--- src/rtl/dcnt_timer_pkg.sv ---
package dcnt_timer_pkg;
  localparam int unsigned DW = 32;
  localparam int unsigned AW = 6;

  localparam logic [AW-1:0] A_IEN = 6'h00;
  localparam logic [AW-1:0] A_STS = 6'h01;
  localparam logic [AW-1:0] A_CTL = 6'h04;
  localparam logic [AW-1:0] A_IVL = 6'h05;
  localparam logic [AW-1:0] A_CUR = 6'h06;

  localparam int unsigned B_RUN = 0;
  localparam int unsigned B_ARL = 1;
  localparam int unsigned B_SRC = 2;
  localparam int unsigned B_PSC = 4;

  typedef enum logic [2:0] {
    SEL_NONE, SEL_IEN, SEL_STS, SEL_CTL, SEL_IVL, SEL_CUR
  } reg_sel_e;

  function automatic reg_sel_e decode(input logic [AW-1:0] a);
    case (a)
      A_IEN:   return SEL_IEN;
      A_STS:   return SEL_STS;
      A_CTL:   return SEL_CTL;
      A_IVL:   return SEL_IVL;
      A_CUR:   return SEL_CUR;
      default: return SEL_NONE;
    endcase
  endfunction
endpackage

--- src/rtl/dcnt_prescale.sv ---
module dcnt_prescale #(
  parameter int unsigned PSC_W = 3
) (
  input  logic             clk_i,
  input  logic             rst_ni,
  input  logic             run_i,
  input  logic             clr_i,
  input  logic             src_i,
  input  logic [PSC_W-1:0] psc_i,
  input  logic             tick_slow_i,
  input  logic             tick_fast_i,
  output logic             dec_o
);
  localparam int unsigned DIV_W = (1 << PSC_W) - 1;

  logic [DIV_W-1:0] pcnt_q;
  logic [DIV_W-1:0] mask;
  logic             tick;

  assign tick  = run_i && (src_i ? tick_fast_i : tick_slow_i);
  assign mask  = ~({DIV_W{1'b1}} << psc_i);
  // last tick of each 2^N group
  assign dec_o = tick && ((pcnt_q & mask) == mask);

  always_ff @(posedge clk_i or negedge rst_ni) begin
    if (!rst_ni)               pcnt_q <= '0;
    else if (clr_i || !run_i)  pcnt_q <= '0;
    else if (tick)             pcnt_q <= pcnt_q + 1'b1;
  end
endmodule

--- src/rtl/dcnt_core.sv ---
module dcnt_core #(
  parameter int unsigned CNT_W = 32
) (
  input  logic             clk_i,
  input  logic             rst_ni,
  input  logic             dec_i,
  input  logic             arl_i,
  input  logic             ld_i,
  input  logic [CNT_W-1:0] ld_val_i,
  input  logic [CNT_W-1:0] ival_i,
  output logic [CNT_W-1:0] cnt_o,
  output logic             expire_o
);
  logic [CNT_W-1:0] cnt_q;
  logic             last;

  assign last     = (cnt_q <= CNT_W'(1));
  assign expire_o = dec_i && !ld_i && last;
  assign cnt_o    = cnt_q;

  always_ff @(posedge clk_i or negedge rst_ni) begin
    if (!rst_ni) begin
      cnt_q <= '0;
    end else if (ld_i) begin
      cnt_q <= ld_val_i;
    end else if (dec_i) begin
      if (last) cnt_q <= arl_i ? ival_i : '0;
      else      cnt_q <= cnt_q - 1'b1;
    end
  end
endmodule

--- src/rtl/dcnt_regs.sv ---
module dcnt_regs
  import dcnt_timer_pkg::*;
#(
  parameter int unsigned CNT_W = 32,
  parameter int unsigned PSC_W = 3
) (
  input  logic             clk_i,
  input  logic             rst_ni,
  input  logic             wr_en_i,
  input  logic             rd_en_i,
  input  logic [AW-1:0]    addr_i,
  input  logic [DW-1:0]    wdata_i,
  input  logic             expire_i,
  input  logic [CNT_W-1:0] cnt_i,
  output logic             ien_o,
  output logic             sts_o,
  output logic             run_o,
  output logic             arl_o,
  output logic             src_o,
  output logic [PSC_W-1:0] psc_o,
  output logic [CNT_W-1:0] ival_o,
  output logic             ld_o,
  output logic             ctl_wr_o,
  output logic [DW-1:0]    rdata_o
);
  reg_sel_e         sel;
  logic             wr_ien, wr_sts, wr_ctl, wr_ivl;
  logic             ien_q, sts_q, run_q, arl_q, src_q;
  logic [PSC_W-1:0] psc_q;
  logic [CNT_W-1:0] ival_q;
  logic [DW-1:0]    ctl_rd, rd_mux, rdata_q;

  assign sel    = decode(addr_i);
  assign wr_ien = wr_en_i && (sel == SEL_IEN);
  assign wr_sts = wr_en_i && (sel == SEL_STS);
  assign wr_ctl = wr_en_i && (sel == SEL_CTL);
  assign wr_ivl = wr_en_i && (sel == SEL_IVL);

  always_ff @(posedge clk_i or negedge rst_ni) begin
    if (!rst_ni) begin
      ien_q  <= 1'b0;
      sts_q  <= 1'b0;
      ival_q <= '0;
    end else begin
      if (wr_ien) ien_q <= wdata_i[0];
      // set beats clear
      if (expire_i)                    sts_q <= 1'b1;
      else if (wr_sts && wdata_i[0])   sts_q <= 1'b0;
      if (wr_ivl) ival_q <= wdata_i[CNT_W-1:0];
    end
  end

  always_ff @(posedge clk_i or negedge rst_ni) begin
    if (!rst_ni) begin
      run_q <= 1'b0;
      arl_q <= 1'b0;
      src_q <= 1'b0;
      psc_q <= '0;
    end else if (wr_ctl) begin
      run_q <= wdata_i[B_RUN];
      arl_q <= wdata_i[B_ARL];
      src_q <= wdata_i[B_SRC];
      psc_q <= wdata_i[B_PSC +: PSC_W];
    end else if (expire_i && !arl_q) begin
      run_q <= 1'b0;
    end
  end

  always_comb begin
    ctl_rd                  = '0;
    ctl_rd[B_RUN]           = run_q;
    ctl_rd[B_ARL]           = arl_q;
    ctl_rd[B_SRC]           = src_q;
    ctl_rd[B_PSC +: PSC_W]  = psc_q;
  end

  always_comb begin
    unique case (sel)
      SEL_IEN: rd_mux = DW'(ien_q);
      SEL_STS: rd_mux = DW'(sts_q);
      SEL_CTL: rd_mux = ctl_rd;
      SEL_IVL: rd_mux = DW'(ival_q);
      SEL_CUR: rd_mux = DW'(cnt_i);
      default: rd_mux = '0;
    endcase
  end

  always_ff @(posedge clk_i or negedge rst_ni) begin
    if (!rst_ni) rdata_q <= '0;
    else         rdata_q <= rd_en_i ? rd_mux : '0;
  end

  assign ien_o    = ien_q;
  assign sts_o    = sts_q;
  assign run_o    = run_q;
  assign arl_o    = arl_q;
  assign src_o    = src_q;
  assign psc_o    = psc_q;
  assign ival_o   = ival_q;
  assign ld_o     = wr_en_i && (sel == SEL_CUR);
  assign ctl_wr_o = wr_ctl;
  assign rdata_o  = rdata_q;
endmodule

--- src/rtl/dcnt_timer.sv ---
module dcnt_timer
  import dcnt_timer_pkg::*;
#(
  parameter int unsigned CNT_W = 32,
  parameter int unsigned PSC_W = 3
) (
  input  logic          clk_i,
  input  logic          rst_ni,
  input  logic          wr_en_i,
  input  logic          rd_en_i,
  input  logic [AW-1:0] addr_i,
  input  logic [DW-1:0] wdata_i,
  output logic [DW-1:0] rdata_o,
  input  logic          tick_slow_i,
  input  logic          tick_fast_i,
  output logic          irq_o
);
  logic             ien_w, sts_w, run_w, arl_w, src_w;
  logic [PSC_W-1:0] psc_w;
  logic [CNT_W-1:0] ival_w, cnt_w;
  logic             ld_w, ctl_wr_w, dec_w, expire_w;

  dcnt_regs #(.CNT_W(CNT_W), .PSC_W(PSC_W)) u_regs (
    .clk_i    (clk_i),
    .rst_ni   (rst_ni),
    .wr_en_i  (wr_en_i),
    .rd_en_i  (rd_en_i),
    .addr_i   (addr_i),
    .wdata_i  (wdata_i),
    .expire_i (expire_w),
    .cnt_i    (cnt_w),
    .ien_o    (ien_w),
    .sts_o    (sts_w),
    .run_o    (run_w),
    .arl_o    (arl_w),
    .src_o    (src_w),
    .psc_o    (psc_w),
    .ival_o   (ival_w),
    .ld_o     (ld_w),
    .ctl_wr_o (ctl_wr_w),
    .rdata_o  (rdata_o)
  );

  dcnt_prescale #(.PSC_W(PSC_W)) u_psc (
    .clk_i       (clk_i),
    .rst_ni      (rst_ni),
    .run_i       (run_w),
    .clr_i       (ctl_wr_w),
    .src_i       (src_w),
    .psc_i       (psc_w),
    .tick_slow_i (tick_slow_i),
    .tick_fast_i (tick_fast_i),
    .dec_o       (dec_w)
  );

  dcnt_core #(.CNT_W(CNT_W)) u_core (
    .clk_i    (clk_i),
    .rst_ni   (rst_ni),
    .dec_i    (dec_w),
    .arl_i    (arl_w),
    .ld_i     (ld_w),
    .ld_val_i (wdata_i[CNT_W-1:0]),
    .ival_i   (ival_w),
    .cnt_o    (cnt_w),
    .expire_o (expire_w)
  );

  assign irq_o = sts_w && ien_w;
endmodule

--- config.mk ---
export PLATFORM = sky130hd
export DESIGN_NAME = dcnt_timer
export DESIGN_NICKNAME = d
export VERILOG_FILES = /design/src/rtl/dcnt_timer_pkg.sv /design/src/rtl/dcnt_prescale.sv /design/src/rtl/dcnt_core.sv /design/src/rtl/dcnt_regs.sv /design/src/rtl/dcnt_timer.sv
export SDC_FILE = /design/constraint.sdc
export NUM_CORES = 1
export LEC_CHECK = 0
export ABC_AREA = 1
export CAP_MARGIN = 20
export CORE_MARGIN = 5
export CORE_UTILIZATION = 55
export DETAILED_ROUTE_END_ITERATION = 16
export PLACE_DENSITY_LB_ADDON = 0.1
export REMOVE_ABC_BUFFERS = 1
export SYNTH_ARGS = -nofsm -noshare
export SYNTH_HDL_FRONTEND = slang
export SYNTH_SLANG_ARGS = --single-unit
--- constraint.sdc ---
create_clock -name clk_i -period 2.5 [get_ports clk_i]
set_input_delay 0.375 -clock clk_i [delete_from_list [all_inputs] [get_ports clk_i]]
set_output_delay 0.375 -clock clk_i [all_outputs]
set_load 0.1 [all_outputs]
==> summary.txt, run 1 <==
outcome - finished, final reports clean
CTS Root Cell - clkbuf_16
f_max - 479 MHz
Slew @ Worst Pin - 895 ps
DRC viols - 0
Final setup viols - 0
vias per std cell - 5.24
Total Wirelength - 15700 um
crit share post-route - 0.835
Final ANT Viol Nets - 0
Worst Skew - 6.55 ps
Yosys reg bits - 111
commonest non-fill, non-tap cell in the layout - nand2_1
Max Buffers Root-to-Sink - 2
Seq/Total Area, Yosys - 0.429
Crit path top cell by count - nand2_1
YS warnings - 0
Synth cell types - 39
post_cts resized - 0
RSZ-0062 raised after global routing - false
WP data arrival - 2380 ps
switching share of power - 0.431
Initial Utilization - 0.564
Tot GR Track Use - 0.233
post-DR wirelength/cell - 13.8 um
WP depth - 11
mapped cell area - 6470 um^2
Power Density - 888 nW/um^2
leakage - 3.89 nW
worst path required time - 2800 ps
grt total ovfl - 0
Layout Nets - 1036
slowest CP cell - dfrtp_1
clk slew on worst S/H paths - 70 ps
crit path kind - reg -> reg
layout cells sized above 1 - 0.0967
hold slack - 464 ps
synthesis-to-layout area growth - 17.3%
Crit path max-delay family - simple AND/OR/NAND/NOR gates
Hold Crit Class - in -> async
Setup TNS - 0 ps
GPL Wtd Cong - 0.947
row count - 39
clk_lat worst skew - 350 ps
PortBufs - 76
kind of start point of the critical path - flip-flop
largest net degree at the start of global routing - 65
Diodes inserted - 0
setup slack, reg-to-reg - 410 ps
Clk pwr share - 0.197
Combinational Power Share - 0.413
Switching Power - 2.91 mW
most frequent cells in the layout - nand2_1, inv_1, dfrtp_1
initial antenna violation count - 0
CTS tree - built
Flop pwr share - 0.390
syn_area_per_cell - 7.07 um^2
cells after synthesis - 915
DIE AREA - 14000 um^2
Slew headroom - 0.403
Pint - 3.84 mW
first-pass GRT wire length - 27400 um
Max VDD drop - 690 uV
number of I/O pins - 77
Setup crit end kind - flip-flop
die width - 118 um
max_cap viols - 0
min setup slack post-route - 414 ps
Die H - 118 um
vias - 5949
Detail Placement HPWL - 11300 um
DR pass1 iterations - 7
Tmin final - 2090 ps
H-tree level count - 3
Buf/Inv on CP - 2
CORE AREA - 11500 um^2
clock sinks - 111
Final Slew Violations - 0
FF-to-FF path depth - 11
vias in the first global route - 5618
Final Hold Fails - 0
CP max FO - 19
critical-path cell list - inv_1 > ha_1 > nand2_4 > nor2_8 > nand2_4 > a21oi_4 > buf_12 > nand3_1 > nand2_1 > nand2_1 > nand2_1
DP Worst Slack - 174 ps
crit-path max cell delay - 440 ps
Iteration-0 DRC Markers - 436
TritonCTS Buffers - 9
==> cell families after synthesis <==
family / Yosys count / share of synthesized area
simple gates: 503 / 0.338
compound gates: 132 / 0.110
buf+inv: 152 / 0.0976
xor+xnor: 14 / 0.0189
flops: 111 / 0.429
fa+ha+maj: 3 / 0.00580
==> cell usage after synthesis <==
library cell | n | area, um^2
a21boi_0 | 1 | 7.51
nor3_1 | 4 | 20.0
a31oi_1 | 1 | 6.26
or2_2 | 1 | 6.26
o21bai_1 | 7 | 52.6
dfrtp_1 | 111 | 2780
ha_1 | 3 | 37.5
nand3_4 | 1 | 17.5
nand3_1 | 85 | 425
buf_4 | 4 | 30.0
xor2_1 | 8 | 70.1
a211oi_1 | 1 | 7.51
inv_1 | 111 | 417
nor2_8 | 1 | 20.0
nand4_1 | 8 | 50.1
nand2_1 | 298 | 1120
buf_1 | 2 | 7.51
a21oi_4 | 1 | 16.3
clkbuf_1 | 11 | 41.3
nor2_4 | 8 | 90.1
and2_1 | 1 | 6.26
o21ai_1 | 20 | 100
nor2_2 | 4 | 25.0
clkinv_1 | 2 | 7.51
a22oi_1 | 2 | 15.0
nand2_2 | 4 | 25.0
inv_2 | 5 | 18.8
clkbuf_2 | 1 | 5.00
nand3_2 | 1 | 10.0
a21oi_1 | 32 | 160
o211ai_1 | 1 | 7.51
buf_2 | 12 | 60.1
xnor2_1 | 6 | 52.6
nand2_4 | 3 | 33.8
nor2_1 | 82 | 308
buf_6 | 4 | 45.0
o21ai_0 | 63 | 315
o221ai_1 | 3 | 26.3
nor3_4 | 2 | 32.5
==> power by group through the flow <==
stage / logic (mW) / clock network (mW) / registers [mW]
4_1_cts: 2.78 / 1.35 / 2.62
2_1_floorplan: 2.10 / 0 / 2.53
3_5_place_dp: 2.77 / 0 / 2.65
6_report: 2.78 / 1.33 / 2.63
3_3_place_gp: 2.73 / 0 / 2.64
5_1_grt: 3.22 / 1.42 / 2.69
==> final cells by class <==
type                       count  area, um^2
clock buffer                  14         254
clock inverter                 1        5.00
fill                        1051        3870
inverter                     118         443
multi-input combinational    652        3060
sequential                   111        2780
tap                          143         179
timing repair buffer          97         873
==> through the flow <==
stage	instances	cell area, um^2	total power [mW]	util
floorplan	881	6280	4.63	-
CTS	1136	7590	6.75	0.662
finish	1136	7590	6.75	0.662
global placement	1120	7330	5.37	0.639
detailed placement	1120	7330	5.41	0.639
global route	1136	7590	7.33	0.662
==> per-layer routing <==
layer  track usage  up-vias  routed length (um)
li1              -     3018                   -
met1         0.345     2750                7660
met2         0.354      164                6950
met3        0.0463       17                 913
met4        0.0567        0                 184
met5             0        -                   0
==> path summary, 6_finish.rpt <==
check	start	end
min reg2reg	u_regs.ival_o[16]$_DFFE_PN0P_	u_regs.ival_o[16]$_DFFE_PN0P_
max in group asynchronous	rst_ni	u_core.cnt_o[24]$_DFFE_PN0P_
max reg2reg	u_core.cnt_o[0]$_DFFE_PN0P_	u_core.cnt_o[31]$_DFFE_PN0P_
min	rst_ni	u_psc.pcnt_q[5]$_DFFE_PN0P_
max	u_core.cnt_o[0]$_DFFE_PN0P_	u_core.cnt_o[31]$_DFFE_PN0P_
min in group clk_i	u_regs.ival_o[16]$_DFFE_PN0P_	u_regs.ival_o[16]$_DFFE_PN0P_
==> repair_timing <==
item / in CTS / in global routing
hold endpoints to repair: 24 / 0
hold buffers: 1 / 0
setup buffers: 0 / 0
==> state kept, by name, summed over array words and instances, names as in the netlist <==
register and count:
u_regs.run_o 1, u_regs.sts_o 1, u_regs.rdata_o 32, u_regs.ival_o 32, u_core.cnt_o 32, u_regs.arl_o 1, u_regs.ien_o 1, u_regs.psc_o 3
u_psc.pcnt_q 7, u_regs.src_o 1
==> worst reg2reg max path, stage by stage (launching register included) <==
cell and delay (ps):
dfrtp_1 440, inv_1 120, ha_1 270, nand2_4 110
nor2_8 160, nand2_4 90, a21oi_4 320, buf_12 200
nand3_1 80, nand2_1 110, nand2_1 60, nand2_1 70
Note: power is estimated with default switching activity, not from simulation.
==> inputs of run 2 (changes only) <==
Clock period 2.5 ns to 2 ns, I/O delays scaled along.
==> summary.txt, run 2 (synthesized netlist as in run 1, its figures left out) <==
outcome - finished, final reports clean (unchanged)
kind of start point of the critical path - flip-flop (unchanged)
max_cap viols - 0 (unchanged)
CP max FO - 9 (was 19)
commonest non-fill, non-tap cell in the layout - nand2_1 (unchanged)
leakage - 4.08 nW (was 3.89 nW)
worst path required time - 2300 ps (was 2800 ps)
CTS Root Cell - clkbuf_16 (unchanged)
Hold Crit Class - in -> async (unchanged)
Setup TNS - 0 ps (unchanged)
CTS tree - built (unchanged)
DRC viols - 0 (unchanged)
Die H - 118 um (unchanged)
Sequential cell area - 2780 um^2 (unchanged)
Diodes inserted - 0 (unchanged)
first-pass GRT wire length - 28200 um (was 27400 um)
Slew @ Worst Pin - 501 ps (was 895 ps)
most frequent cells in the layout - nand2_1, inv_1, dfrtp_1 (unchanged)
H-tree level count - 3 (unchanged)
Layout Nets - 1059 (was 1036)
DIE AREA - 14000 um^2 (unchanged)
M1 wire length - 7810 um (was 7660 um)
Detail Placement HPWL - 11700 um (was 11300 um)
final instance area - 7940 um^2 (was 7590 um^2)
clock sinks - 111 (unchanged)
DP Area - 7540 um^2 (was 7330 um^2)
Tot GR Track Use - 0.240 (was 0.233)
Max VDD drop - 816 uV (was 690 uV)
layout cells sized above 1 - 0.125 (was 0.0967)
vias - 6050 (was 5949)
largest net degree at the start of global routing - 65 (unchanged)
post-DR wirelength/cell - 14.1 um (was 13.8 um)
Setup crit end kind - flip-flop (unchanged)
grt total ovfl - 0 (unchanged)
met2 WL post-DR - 7360 um (was 6950 um)
Slew headroom - 0.666 (was 0.403)
Power Density - 1130 nW/um^2 (was 888 nW/um^2)
TritonCTS Buffers - 9 (unchanged)
Initial Utilization - 0.564 (unchanged)
min setup slack post-route - 131 ps (was 414 ps)
die width - 118 um (unchanged)
crit share post-route - 0.935 (was 0.835)
post-layout util - 0.692 (was 0.662)
Final Slew Violations - 0 (unchanged)
PortBufs - 76 (unchanged)
row count - 39 (unchanged)
Final setup viols - 0 (unchanged)
crit path kind - reg -> reg (unchanged)
DR pass1 iterations - 5 (was 7)
Pwr Total - 8.99 mW (was 6.75 mW)
GPL Wtd Cong - 0.929 (was 0.947)
Tmin final - 1870 ps (was 2090 ps)
hold slack - 454 ps (was 464 ps)
f_max - 535 MHz (was 479 MHz)
Non-Filler Instances - 1160 (was 1136)
Total Wirelength - 16300 um (was 15700 um)
vias per std cell - 5.22 (was 5.24)
DP Worst Slack - -76.8 ps (was 174 ps)
synthesis-to-layout area growth - 22.7% (was 17.3%)
top layer in use - met4 (unchanged)
DR WL met3 - 915 um (was 913 um)
CORE AREA - 11500 um^2 (unchanged)
Max Buffers Root-to-Sink - 2 (unchanged)
fill count - 992 (was 1051)
Final ANT Viol Nets - 0 (unchanged)
Placed Instances - 1139 (was 1120)
Worst Skew - 9.47 ps (was 6.55 ps)
Iteration-0 DRC Markers - 499 (was 436)
clk_lat worst skew - 360 ps (was 350 ps)
number of I/O pins - 77 (unchanged)
vias in the first global route - 5742 (was 5618)
WP data arrival - 2170 ps (was 2380 ps)
multi-input logic area - 3070 um^2 (was 3060 um^2)
clk slew on worst S/H paths - 70 ps (about the same)
Final Hold Fails - 0 (unchanged)
initial antenna violation count - 0 (unchanged)
==> run 2: cell count changes in the layout (fill, tap and decap cells not counted) <==
cell / before / now
clkbuf_16: 9 / 10
nor2_2: 4 / 7
nor2_1: 82 / 79
clkinv_4: 0 / 1
inv_6: 0 / 2
buf_12: 3 / 9
buf_4: 51 / 67
clkbuf_1: 4 / 0
bufinv_16: 0 / 2
==> run 2: report_power, final <==
part / switching, mW / total (mW) / internal (mW) / leakage (nW)
logic: 2.40 / 3.82 / 1.42 / 2.43
registers: 0.521 / 3.18 / 2.66 / 1.48
clock network: 0.854 / 2.00 / 1.14 / 0.163
total: 3.77 / 8.99 / 5.22 / 4.08
==> run 2: worst max-delay path: stages (launching register included) <==
cell,delay [ps]
dfrtp_1,380
inv_1,110
ha_1,220
nand2_4,100
nor2_8,160
nand2_4,90
a21oi_4,140
buf_4,180
clkbuf_16,160
nand3_1,70
nand2_1,80
nand2_1,50
nand2_1,60
==> run 2: worst paths after layout <==
path                                          startpoint                            end  slack [ps]  cells past startpoint
hold reg to reg            u_regs.ival_o[20]$_DFFE_PN0P_  u_regs.ival_o[20]$_DFFE_PN0P_         520                      2
max in group asynchronous                         rst_ni  u_regs.ival_o[20]$_DFFE_PN0P_         900                      3
min in group clk_i                            wdata_i[0]       u_regs.run_o$_DFFE_PN0P_         500                      3
setup reg to reg             u_core.cnt_o[1]$_DFFE_PN0P_   u_core.cnt_o[19]$_DFFE_PN0P_         130                     12
hold / removal                                    rst_ni    u_psc.pcnt_q[2]$_DFFE_PN0P_         450                      2
setup / recovery             u_core.cnt_o[1]$_DFFE_PN0P_   u_core.cnt_o[19]$_DFFE_PN0P_         130                     12
==> run 2: timing repair <==
action                                  4_1_cts  5_1_grt
endpoints found under the setup margin        0       30
endpoints found under the hold margin        32        0
hold buffers                                  1        0
setup buffers                                 0        3
gates resized for setup                       0        3
==> run 2: layout make-up <==
cell class | instances | share of cell area
Clock buffer | 10 | 0.0301
Clock inverter | 6 | 0.0115
Inverter | 118 | 0.0558
Multi-Input combinational cell | 652 | 0.387
Sequential cell | 111 | 0.350
Tap cell | 143 | 0.0225
Timing Repair Buffer | 120 | 0.143
==> run 2: routing by layer <==
layer | track usage | vias to the layer above
li1 | - | 3077
met2 | 0.373 | 176
met3 | 0.0468 | 19
met4 | 0.0617 | 0
met5 | 0 | -
met1 | 0.347 | 2778
==> inputs of run 3 (changes only) <==
Settings changed: PLACE_DENSITY set to 0.83, PLACE_DENSITY_LB_ADDON 0.1 to unset.
==> summary.txt, run 3 (synthesized netlist as in run 1, its figures left out) <==
Detail Placement HPWL - 11800 um (was 11700 um)
DP Worst Slack - 24.4 ps (was -76.8 ps)
Slew headroom - 0.604 (was 0.666)
PortBufs - 76 (unchanged)
TritonCTS Buffers - 9 (unchanged)
outcome - finished, final reports clean (unchanged)
number of I/O pins - 77 (unchanged)
max_cap viols - 0 (unchanged)
DR pass1 iterations - 6 (was 5)
Layout Nets - 1055 (was 1059)
most frequent cells in the layout - nand2_1, dfrtp_1, inv_1 (was nand2_1, inv_1, dfrtp_1)
setup slack, reg-to-reg - 150 ps (was 130 ps)
initial antenna violation count - 0 (unchanged)
Setup crit end kind - flip-flop (unchanged)
CP max FO - 20 (was 9)
vias in the first global route - 6130 (was 5742)
Worst Skew - 7.39 ps (was 9.47 ps)
H-tree level count - 3 (unchanged)
RSZ-0062 raised after global routing - false
first-pass GRT wire length - 29200 um (was 28200 um)
synthesis-to-layout area growth - 21.3% (was 22.7%)
CTS tree - built (unchanged)
Crit path top cell by count - nand2_1 (unchanged)
clock sinks - 111 (unchanged)
clk_lat worst skew - 360 ps (about the same)
Power Density - 1120 nW/um^2 (was 1130 nW/um^2)
critical-path cell list - nor2_2 > nand2_1 > nor2_4 > nand2_1 > a21oi_4 > buf_12 > nand3_1 > nand2_1 > nand2_1 > nand2_1 (was inv_1 > ha_1 > nand2_4 > nor2_8 > nand2_4 > a21oi_4 > buf_4 > clkbuf_16 > nand3_1 > nand2_1 > nand2_1 > nand2_1)
# hold bufs at CTS - 0 (was 1)
DIE AREA - 14000 um^2 (unchanged)
kind of start point of the critical path - flip-flop (unchanged)
leakage - 4.02 nW (was 4.08 nW)
DP Area - 7560 um^2 (was 7540 um^2)
post-layout util - 0.685 (was 0.692)
Tot GR Track Use - 0.249 (was 0.240)
Final ANT Viol Nets - 0 (unchanged)
largest net degree at the start of global routing - 112 (was 65)
CTS Root Cell - clkbuf_16 (unchanged)
f_max - 542 MHz (was 535 MHz)
Total Wirelength - 16800 um (was 16300 um)
commonest non-fill, non-tap cell in the layout - nand2_1 (unchanged)
crit-path max cell delay - 470 ps (was 380 ps)
vias per std cell - 5.31 (was 5.22)
DRC viols - 0 (unchanged)
worst path required time - 2300 ps (about the same)
Final Hold Fails - 0 (unchanged)
Die H - 118 um (unchanged)
Slew @ Worst Pin - 594 ps (was 501 ps)
layout cells sized above 1 - 0.120 (was 0.125)
WP data arrival - 2150 ps (was 2170 ps)
crit share post-route - 0.923 (was 0.935)
min setup slack post-route - 154 ps (was 131 ps)
die width - 118 um (unchanged)
crit path kind - reg -> reg (unchanged)
clk slew on worst S/H paths - 70 ps (about the same)
Max VDD drop - 710 uV (was 816 uV)
GPL Wtd Cong - 0.975 (was 0.929)
Hold Crit Class - in -> async (unchanged)
vias - 6129 (was 6050)
final instance area - 7850 um^2 (was 7940 um^2)
worst reg2reg startpoint - u_core.cnt_o[12]$_DFFE_PN0P_ (was u_core.cnt_o[1]$_DFFE_PN0P_)
Tmin final - 1850 ps (was 1870 ps)
Max Buffers Root-to-Sink - 2 (unchanged)
Initial Utilization - 0.564 (unchanged)
Buf/Inv on CP - 1 (was 3)
Iteration-0 DRC Markers - 542 (was 499)
post-DR wirelength/cell - 14.5 um (was 14.1 um)
Final setup viols - 0 (unchanged)
Final Slew Violations - 0 (unchanged)
Crit path max-delay family - simple AND/OR/NAND/NOR gates (unchanged)
grt total ovfl - 0 (unchanged)
CORE AREA - 11500 um^2 (unchanged)
slowest CP cell - dfrtp_1 (unchanged)
FF-to-FF path depth - 10 (was 12)
row count - 39 (unchanged)
Setup TNS - 0 ps (unchanged)
Diodes inserted - 0 (unchanged)
RR Endpoint - u_core.cnt_o[1]$_DFFE_PN0P_ (was u_core.cnt_o[19]$_DFFE_PN0P_)
==> run 3: changes by cell type in the layout (fill, tap and decap cells not counted), sizes merged <==
cell         delta
bufinv          -2
inv             -2
buf             -2
clkbuf          +4
clkinv          -2
dlygate4sd3     -1
==> run 3: how the worst max path moves through the flow <==
stage | from | end | slack [ps] | depth (start not counted)
after floorplan | addr_i[3] | u_regs.ival_o[0]$_DFFE_PN0P_ | -220 | 5
final | u_core.cnt_o[12]$_DFFE_PN0P_ | u_core.cnt_o[1]$_DFFE_PN0P_ | 150 | 10
after global routing | u_core.cnt_o[18]$_DFFE_PN0P_ | u_core.cnt_o[8]$_DFFE_PN0P_ | 7 | 11
after CTS | u_core.cnt_o[1]$_DFFE_PN0P_ | u_core.cnt_o[1]$_DFFE_PN0P_ | 90 | 11
after global placement | tick_slow_i | u_core.cnt_o[25]$_DFFE_PN0P_ | 110 | 11
after detailed placement | addr_i[3] | u_core.cnt_o[13]$_DFFE_PN0P_ | 20 | 12
==> run 3: power breakdown <==
part | internal, mW | switching, mW
combinational | 1.44 | 2.44
clock | 0.944 | 0.799
sequential | 2.66 | 0.525
==> run 3: metrics by stage <==
step	std cells	hold slack, ps	power, mW
after floorplan	881	4.41	5.78
after global placement	1139	431	6.90
after detailed placement	1139	425	6.99
after CTS	1154	43.1	8.75
after global routing	1155	79.6	9.53
final	1155	22.7	8.80
==> run 3: what timing repair did <==
| item | 4_1_cts | 5_1_grt |
|---|---|---|
| setup buffers | 0 | 1 |
| endpoints found under the hold margin | 0 | 0 |
| setup endpoints to repair | 0 | 29 |
| gates resized for setup | 0 | 5 |
==> run 3: layout make-up <==
type	instances	area, um^2
Sequential cell	111	2780
Multi-Input combinational cell	652	3070
Inverter	118	443
Clock buffer	15	278
Tap cell	143	179
Timing Repair Buffer	116	1100
Fill cell	967	3610
==> run 3: layer usage <==
layer,up-vias,global-route usage,part of all wire,routed length [um]
li1,3060,-,-,-
met5,-,0,0,0
met4,0,0.0836,0.017,279
met3,26,0.0344,0.065,1080
met2,200,0.408,0.48,8000
met1,2843,0.344,0.44,7400
==> run 3: worst register-to-register path: cells and delay by family (launching register included) <==
family	cells	cell delay, ps
AOI/OAI and AO/OA	1	260
buffers and inverters	1	200
DFF	1	470
and+or+nand+nor	8	880
